`config.mk`:
```
export PLATFORM = sky130hd
export DESIGN_NAME = regram_datapath
export DESIGN_NICKNAME = d
export VERILOG_FILES = /design/src/rtl/regram_pkg.sv /design/src/rtl/ram_slice.sv /design/src/rtl/regram_file.sv /design/src/rtl/alu_adder.sv /design/src/rtl/alu_shifter.sv /design/src/rtl/regram_datapath.sv
export SDC_FILE = /design/constraint.sdc
export NUM_CORES = 1
export LEC_CHECK = 0
export ABC_AREA = 1
export ABC_CLOCK_PERIOD_IN_PS = 10800
export BUFFER_PORTS_ARGS = -buffer_cell sky130_fd_sc_hd__buf_2
export CAP_MARGIN = 25
export CORE_ASPECT_RATIO = 1.4
export CORE_MARGIN = 8
export CORE_UTILIZATION = 40
export DETAILED_ROUTE_END_ITERATION = 12
export PLACE_DENSITY_LB_ADDON = 0.08
export REMOVE_ABC_BUFFERS = 1
export SYNTH_ARGS = -nofsm -noshare
export SYNTH_HDL_FRONTEND = slang
export SYNTH_SLANG_ARGS = --single-unit
```
`constraint.sdc`:
```
create_clock -name clk -period 10.8 [get_ports clk]
set_clock_uncertainty 0.15 [all_clocks]
set_input_delay 2.7 -clock clk [delete_from_list [all_inputs] [get_ports clk]]
set_output_delay 2.7 -clock clk [all_outputs]
set_load 0.02 [all_outputs]
```
`src/rtl/regram_pkg.sv`:
```
// Shared definitions for the register-RAM datapath.
// Assumes an operation field 4 bits wide; bit 3 selects the shift group.
package regram_pkg;
    typedef enum logic [3:0] {
        OP_ADD  = 4'h0,
        OP_SUB  = 4'h1,
        OP_PASS = 4'h2,
        OP_DEC  = 4'h3,
        OP_LOAD = 4'h4,
        OP_SHL  = 4'h8,
        OP_SHR  = 4'h9,
        OP_ROL  = 4'hA,
        OP_ROR  = 4'hB
    } alu_op_e;
endpackage

```
`src/rtl/ram_slice.sv`:
```
// One narrow register-file slice: combinational read, synchronous write.
// Assumes a single shared address for read and write; reset clears contents.
module ram_slice #(
    parameter int DEPTH = 16,
    parameter int WIDTH = 4,
    localparam int AW = $clog2(DEPTH)
) (
    input  logic             clk,
    input  logic             rst_n,
    input  logic [AW-1:0]    addr,
    input  logic             we,
    input  logic [WIDTH-1:0] din,
    output logic [WIDTH-1:0] dout
);
    logic [WIDTH-1:0] store [DEPTH];

    // Clear on reset, otherwise write the addressed entry when enabled.
    always_ff @(posedge clk) begin
        if (!rst_n) begin
            for (int i = 0; i < DEPTH; i++) store[i] <= '0;
        end else if (we) begin
            store[addr] <= din;
        end
    end

    // Read port is a plain combinational lookup of the current contents.
    assign dout = store[addr];

    // written data is held in the addressed entry on the following cycle.
    a_r2_write_lands: assert property (@(posedge clk) disable iff (!rst_n)
        we |=> (store[$past(addr)] == $past(din)));
endmodule

```
`src/rtl/regram_file.sv`:
```
// Register file assembled from side-by-side RAM slices.
// Assumes DATA_W is a whole multiple of SLICE_W.
module regram_file #(
    parameter int DATA_W  = 8,
    parameter int DEPTH   = 16,
    parameter int SLICE_W = 4,
    localparam int AW     = $clog2(DEPTH),
    localparam int NSLICE = DATA_W / SLICE_W
) (
    input  logic              clk,
    input  logic              rst_n,
    input  logic [AW-1:0]     addr,
    input  logic              we,
    input  logic [DATA_W-1:0] wdata,
    output logic [DATA_W-1:0] rdata
);
    // One slice per SLICE_W-bit lane of the data word.
    for (genvar s = 0; s < NSLICE; s++) begin : g_lane
        ram_slice #(.DEPTH(DEPTH), .WIDTH(SLICE_W)) u_slice (
            .clk  (clk),
            .rst_n(rst_n),
            .addr (addr),
            .we   (we),
            .din  (wdata[s*SLICE_W +: SLICE_W]),
            .dout (rdata[s*SLICE_W +: SLICE_W])
        );
    end
endmodule

```
`src/rtl/alu_adder.sv`:
```
// Shared adder/subtractor: picks operand B and carry from the operation,
// produces sum, carry and signed overflow. Overflow is reported for add/subtract only.
module alu_adder
    import regram_pkg::*;
#(
    parameter int DATA_W = 8
) (
    input  alu_op_e           op,
    input  logic [DATA_W-1:0] a,
    input  logic [DATA_W-1:0] ext,
    input  logic              cin,
    output logic [DATA_W-1:0] sum,
    output logic              cout,
    output logic              ovf
);
    logic [DATA_W-1:0] opa, opb;
    logic              c0;
    logic              arith;

    // Operand steering for each operation code.
    always_comb begin
        opa   = a;
        opb   = '0;
        c0    = cin;
        arith = 1'b0;
        unique case (op)
            OP_ADD:  begin opb = ext;  arith = 1'b1; end
            OP_SUB:  begin opb = ~ext; arith = 1'b1; end
            OP_DEC:  opb = '1;
            OP_LOAD: begin opa = '0; opb = ext; end
            OP_SHL, OP_SHR, OP_ROL, OP_ROR: c0 = 1'b0;
            default: ;
        endcase
    end

    // Single carry-propagate addition.
    always_comb begin
        {cout, sum} = {1'b0, opa} + {1'b0, opb} + {{DATA_W{1'b0}}, c0};
        ovf = arith & (opa[DATA_W-1] == opb[DATA_W-1]) & (sum[DATA_W-1] != opa[DATA_W-1]);
    end
endmodule

```
`src/rtl/alu_shifter.sv`:
```
// Shift/rotate multiplexer on the adder output; passes the adder through otherwise.
// Assumes the adder presents the unmodified register for shift codes.
module alu_shifter
    import regram_pkg::*;
#(
    parameter int DATA_W = 8
) (
    input  alu_op_e           op,
    input  logic [DATA_W-1:0] sum,
    input  logic              add_cout,
    input  logic              cin,
    output logic [DATA_W-1:0] res,
    output logic              cout
);
    localparam int MSB = DATA_W - 1;

    // Select shifted word and the bit moved out.
    always_comb begin
        unique case (op)
            OP_SHL:  begin res = {sum[MSB-1:0], cin};     cout = sum[MSB]; end
            OP_SHR:  begin res = {cin, sum[MSB:1]};       cout = sum[0];   end
            OP_ROL:  begin res = {sum[MSB-1:0], sum[MSB]}; cout = sum[MSB]; end
            OP_ROR:  begin res = {sum[0], sum[MSB:1]};    cout = sum[0];   end
            default: begin res = sum;                     cout = add_cout; end
        endcase
    end
endmodule

```
`src/rtl/regram_datapath.sv`:
```
// Top of the register-RAM datapath: one RAM read, one adder pass, one shift
// stage and optional write-back per cycle. Assumes decode drives all inputs.
module regram_datapath
    import regram_pkg::*;
#(
    parameter int DATA_W  = 8,
    parameter int DEPTH   = 16,
    parameter int SLICE_W = 4,
    localparam int AW     = $clog2(DEPTH)
) (
    input  logic              clk,
    input  logic              rst_n,
    input  logic [AW-1:0]     reg_sel,
    input  logic [3:0]        alu_op,
    input  logic              carry_in,
    input  logic [DATA_W-1:0] ext_operand,
    input  logic              wr_en,
    output logic [DATA_W-1:0] result,
    output logic              carry_out,
    output logic              flag_z,
    output logic              flag_n,
    output logic              flag_v
);
    alu_op_e           op;
    logic [DATA_W-1:0] rd_data, sum;
    logic              add_c;

    // Operation code as the shared enum.
    assign op = alu_op_e'(alu_op);

    regram_file #(.DATA_W(DATA_W), .DEPTH(DEPTH), .SLICE_W(SLICE_W)) u_file (
        .clk  (clk),
        .rst_n(rst_n),
        .addr (reg_sel),
        .we   (wr_en),
        .wdata(result),
        .rdata(rd_data)
    );

    alu_adder #(.DATA_W(DATA_W)) u_add (
        .op  (op),
        .a   (rd_data),
        .ext (ext_operand),
        .cin (carry_in),
        .sum (sum),
        .cout(add_c),
        .ovf (flag_v)
    );

    alu_shifter #(.DATA_W(DATA_W)) u_shift (
        .op      (op),
        .sum     (sum),
        .add_cout(add_c),
        .cin     (carry_in),
        .res     (result),
        .cout    (carry_out)
    );

    // Zero and sign flags from the final result.
    always_comb begin
        flag_z = (result == '0);
        flag_n = result[DATA_W-1];
    end

    // increment of an all-ones entry wraps to zero and raises the carry.
    a_r6_inc_wrap: assert property (@(posedge clk) disable iff (!rst_n)
        (op == OP_PASS && carry_in && rd_data == '1) |-> (carry_out && result == '0));

    // load presents the external operand when no carry is added.
    a_r8_load_ext: assert property (@(posedge clk) disable iff (!rst_n)
        (op == OP_LOAD && !carry_in) |-> (result == ext_operand && !carry_out));

    // left shift fills from the carry and emits the old top bit.
    a_r9_shl_fill: assert property (@(posedge clk) disable iff (!rst_n)
        (op == OP_SHL) |-> (result == {rd_data[DATA_W-2:0], carry_in} && carry_out == rd_data[DATA_W-1]));

    // overflow stays low outside add and subtract.
    a_r11_v_quiet: assert property (@(posedge clk) disable iff (!rst_n)
        (op != OP_ADD && op != OP_SUB) |-> !flag_v);
endmodule

```
==> results.sh <==
export IMPL_status="finished clean"
export IMPL_seqCellArea_um2=3840
export IMPL_cts_tree="yes"
export IMPL_clock_insertion_delay_worst_skew_ps=420
export IMPL_grt_start_max_net_pins=34
export IMPL_numClockSinks=128
export IMPL_synth_sequential_area_ratio=0.565
export IMPL_vias_per_inst=5.29
export IMPL_finish_net_count=755
export IMPL_setup_tns_ps=0
export IMPL_clockRootBuffer="sky130_fd_sc_hd__clkbuf_16"
export IMPL_buffers_on_ports=31
export IMPL_design_core_area_um2=16700
export IMPL_die_width_um=126
export IMPL_syn_avg_cell_area_um2=9.77
export IMPL_top_level_ports=32
export IMPL_mostFrequentLayoutCells="sky130_fd_sc_hd__nand2_1 (165), sky130_fd_sc_hd__edfxtp_1 (128), sky130_fd_sc_hd__nor2_1 (94), sky130_fd_sc_hd__inv_1 (86), sky130_fd_sc_hd__a22oi_1 (56)"
export IMPL_setup_repair_after_global_routing_missed_its_margin="no"
export IMPL_remaining_drc_errors=0
export IMPL_avgRoutedWirePerCell_um=20.2
export IMPL_drtAntennaViolNets=0
export IMPL_largest_registers="u_file.g_lane.u_slice.store: 128 flops"
export IMPL_maxSlewHeadroom=0.364
export IMPL_layout_commonest_cell="sky130_fd_sc_hd__nand2_1"
export IMPL_cts_setup_buffers=0
export IMPL_timing_hold_violations_final=0
export IMPL_dieArea_um2=21500
export IMPL_start_util=0.408
export IMPL_largest_register="u_file.g_lane.u_slice.store"
export IMPL_final_gp_congestion=0.883
export IMPL_p_leak_nw=3.33
export IMPL_timing_max_transition_violations_final=0
export IMPL_number_of_enable_type_register_cells_in_the_synthesized_netlist=128
export IMPL_largest_register_ff_count=128
export IMPL_worst_hold_path_num_cells=11
export IMPL_post_layout_nonfiller_instances=942
export IMPL_final_min_period_over_clock_period=0.852
export IMPL_combined_area_of_the_multi_input_logic_cells_um2=2360
export IMPL_yosys_top_cells_area="sky130_fd_sc_hd__edfxtp_1 (57%), sky130_fd_sc_hd__nand2_1 (9.1%), sky130_fd_sc_hd__a22oi_1 (6.2%)"
export IMPL_setup_worst_path_end_class="output port"
export IMPL_dr_first_iter_drc_count=304
export IMPL_worst_setup_path_start_kind="input port"
export IMPL_post_route_cells_drive_above_1_share=0.171
export IMPL_yosysWarningCount=0
export IMPL_fillers=1616
export IMPL_vdd_ir_drop_worst_mv=0.0972
export IMPL_postSynthRegisterBits=128
export IMPL_timing_final_crit_period_ps=9200
export IMPL_reg2reg_slack_ps=7330
export IMPL_asyncSetResetFlopFracSynth=0
export IMPL_drtPass1Iterations=5
export IMPL_place_detailed_instances=910
export IMPL_cts_path_max_buffers=2
export IMPL_pwr_per_cell_area_nw_per_um2=179
export IMPL_htreeDepth=4
export IMPL_timing_reg2reg_worst_path_depth=16
export IMPL_worst_ep_required_time_ps=7950
export IMPL_grt_pass1_wl_um=29400
export IMPL_worst_hold_path_type="reg -> reg"
export IMPL_tritoncts_buffer_count=17
export IMPL_drv_cap=0
export IMPL_holdBufCountCts=0
export IMPL_cts_resized=0
export IMPL_number_of_antenna_violations_at_the_first_check_in_global_routing=0
export IMPL_num_rows=56
export IMPL_grt_pass1_vias=5077
export IMPL_synth_cell_area_um2=6800
export IMPL_worst_setup_hold_path_clk_slew_ps=60
export IMPL_crit_arrival_ps=6350
export IMPL_fmaxAchievable_mhz=109
export IMPL_chip_height_um=170
export IMPL_ys_dominant_reg_cell="sky130_fd_sc_hd__edfxtp_1"
export IMPL_finalSetupViolCount=0
export IMPL_syn2layout_area_growth_pct=12.2
export IMPL_post_synth_num_cell_types=38
export IMPL_worstMarginPinSlew_ps=952
export IMPL_diodes=0
export IMPL_grt_overflow_total=0
export IMPL_total_routed_length_um=19000
export IMPL_yosys_area_top_type_share=0.565
export IMPL_yosys_area_top_type="sky130_fd_sc_hd__edfxtp_1"
export IMPL_vias=4982
export IMPL_groute_usage_overall=0.184
export IMPL_postSynthCellCount=696
export IMPL_critPathKind="in -> out"
export IMPL_detailedPlacementHpwl_um=13400
export IMPL_cp_max_fo=33
[cell type report]
type | count | area share
well taps | 203 | 0.0333
flip-flops and latches | 128 | 0.503
multi-input cells | 439 | 0.309
clock inverters | 13 | 0.0215
repair buffers | 36 | 0.0252
clock buffers | 19 | 0.0567
inverters | 104 | 0.0511
[final timing paths]
kind,endpoint,start
max,flag_z,reg_sel[0]
min,u_file.g_lane[0].u_slice.store[9][3]$_SDFFCE_PN0P_,u_file.g_lane[0].u_slice.store[14][3]$_SDFFCE_PN0P_
max reg2reg,u_file.g_lane[1].u_slice.store[7][3]$_SDFFCE_PN0P_,u_file.g_lane[0].u_slice.store[3][0]$_SDFFCE_PN0P_
min reg2reg,u_file.g_lane[0].u_slice.store[9][3]$_SDFFCE_PN0P_,u_file.g_lane[0].u_slice.store[14][3]$_SDFFCE_PN0P_
[synth_stat cells, types with 2 or more instances]
library cell / count
sky130_fd_sc_hd__nand2_1: 165
sky130_fd_sc_hd__edfxtp_1: 128
sky130_fd_sc_hd__nor2_1: 94
sky130_fd_sc_hd__inv_1: 86
sky130_fd_sc_hd__a22oi_1: 56
sky130_fd_sc_hd__a21oi_1: 24
sky130_fd_sc_hd__nand3_1: 19
sky130_fd_sc_hd__inv_2: 17
sky130_fd_sc_hd__nor2_4: 12
sky130_fd_sc_hd__nor2_2: 11
sky130_fd_sc_hd__buf_2: 10
sky130_fd_sc_hd__buf_6: 10
sky130_fd_sc_hd__nand2_2: 8
sky130_fd_sc_hd__ha_1: 7
sky130_fd_sc_hd__nand3_2: 7
sky130_fd_sc_hd__o211ai_1: 7
sky130_fd_sc_hd__nand4_1: 5
sky130_fd_sc_hd__nor3_1: 3
sky130_fd_sc_hd__o31a_1: 3
sky130_fd_sc_hd__buf_4: 2
sky130_fd_sc_hd__buf_8: 2
sky130_fd_sc_hd__fa_1: 2
sky130_fd_sc_hd__nand3b_1: 2
sky130_fd_sc_hd__o21ai_1: 2
[through the flow]
step | utilization | cell area (um^2) | worst slack, ps | power (W) | hold slack (ps)
floorplan | - | 6590 | 2380 | 0.000704 | 1170
global placement | 0.422 | 7040 | 1610 | 0.000791 | 1460
detailed placement | 0.422 | 7040 | 1620 | 0.000793 | 1480
CTS | 0.458 | 7630 | 1610 | 0.00137 | 1490
global route | 0.458 | 7630 | 1320 | 0.00141 | 1570
finish | 0.458 | 7630 | 1600 | 0.00136 | 1490
[routing by layer]
metal	track usage	vias up	wire length (um)
met2	0.329	140	9870
met5	0	-	0
met1	0.204	2416	7530
met3	0.0360	34	948
met4	0.0971	0	696
li1	-	2392	-
[cells by family after synthesis]
| logic type | count (synthesis) | synth area share |
|---|---|---|
| AND/OR/NAND/NOR | 331 | 0.225 |
| AO/OA/AOI/OAI | 98 | 0.102 |
| flip-flops | 128 | 0.565 |
| adder cells (fa/ha/maj) | 9 | 0.0188 |
| XOR/XNOR | 1 | 0.00129 |
| buffers and inverters | 129 | 0.0885 |
[worst max-delay path, stage by stage]
cell and delay, ps:
sky130_fd_sc_hd__buf_2 140, sky130_fd_sc_hd__nor2_4 740, sky130_fd_sc_hd__a22oi_1 220, sky130_fd_sc_hd__nand2_1 120, sky130_fd_sc_hd__nand2_1 50, sky130_fd_sc_hd__nand2_1 100
sky130_fd_sc_hd__o31ai_1 90, sky130_fd_sc_hd__fa_1 390, sky130_fd_sc_hd__inv_1 120, sky130_fd_sc_hd__fa_1 480, sky130_fd_sc_hd__inv_1 80, sky130_fd_sc_hd__nand2_1 90
sky130_fd_sc_hd__nand3_4 330, sky130_fd_sc_hd__nand3_2 100, sky130_fd_sc_hd__nor2_1 90, sky130_fd_sc_hd__nand2_1 70, sky130_fd_sc_hd__nor2_1 110, sky130_fd_sc_hd__nand2_1 60
sky130_fd_sc_hd__nor2_1 80, sky130_fd_sc_hd__buf_2 170
[power breakdown]
group          switching (W)  internal [W]  total [W]
registers         0.00000646      0.000566   0.000573
logic               0.000158     0.0000501   0.000208
clock network       0.000219      0.000363   0.000582
total               0.000384      0.000979    0.00136
Note: power is estimated with default switching activity, not from simulation.
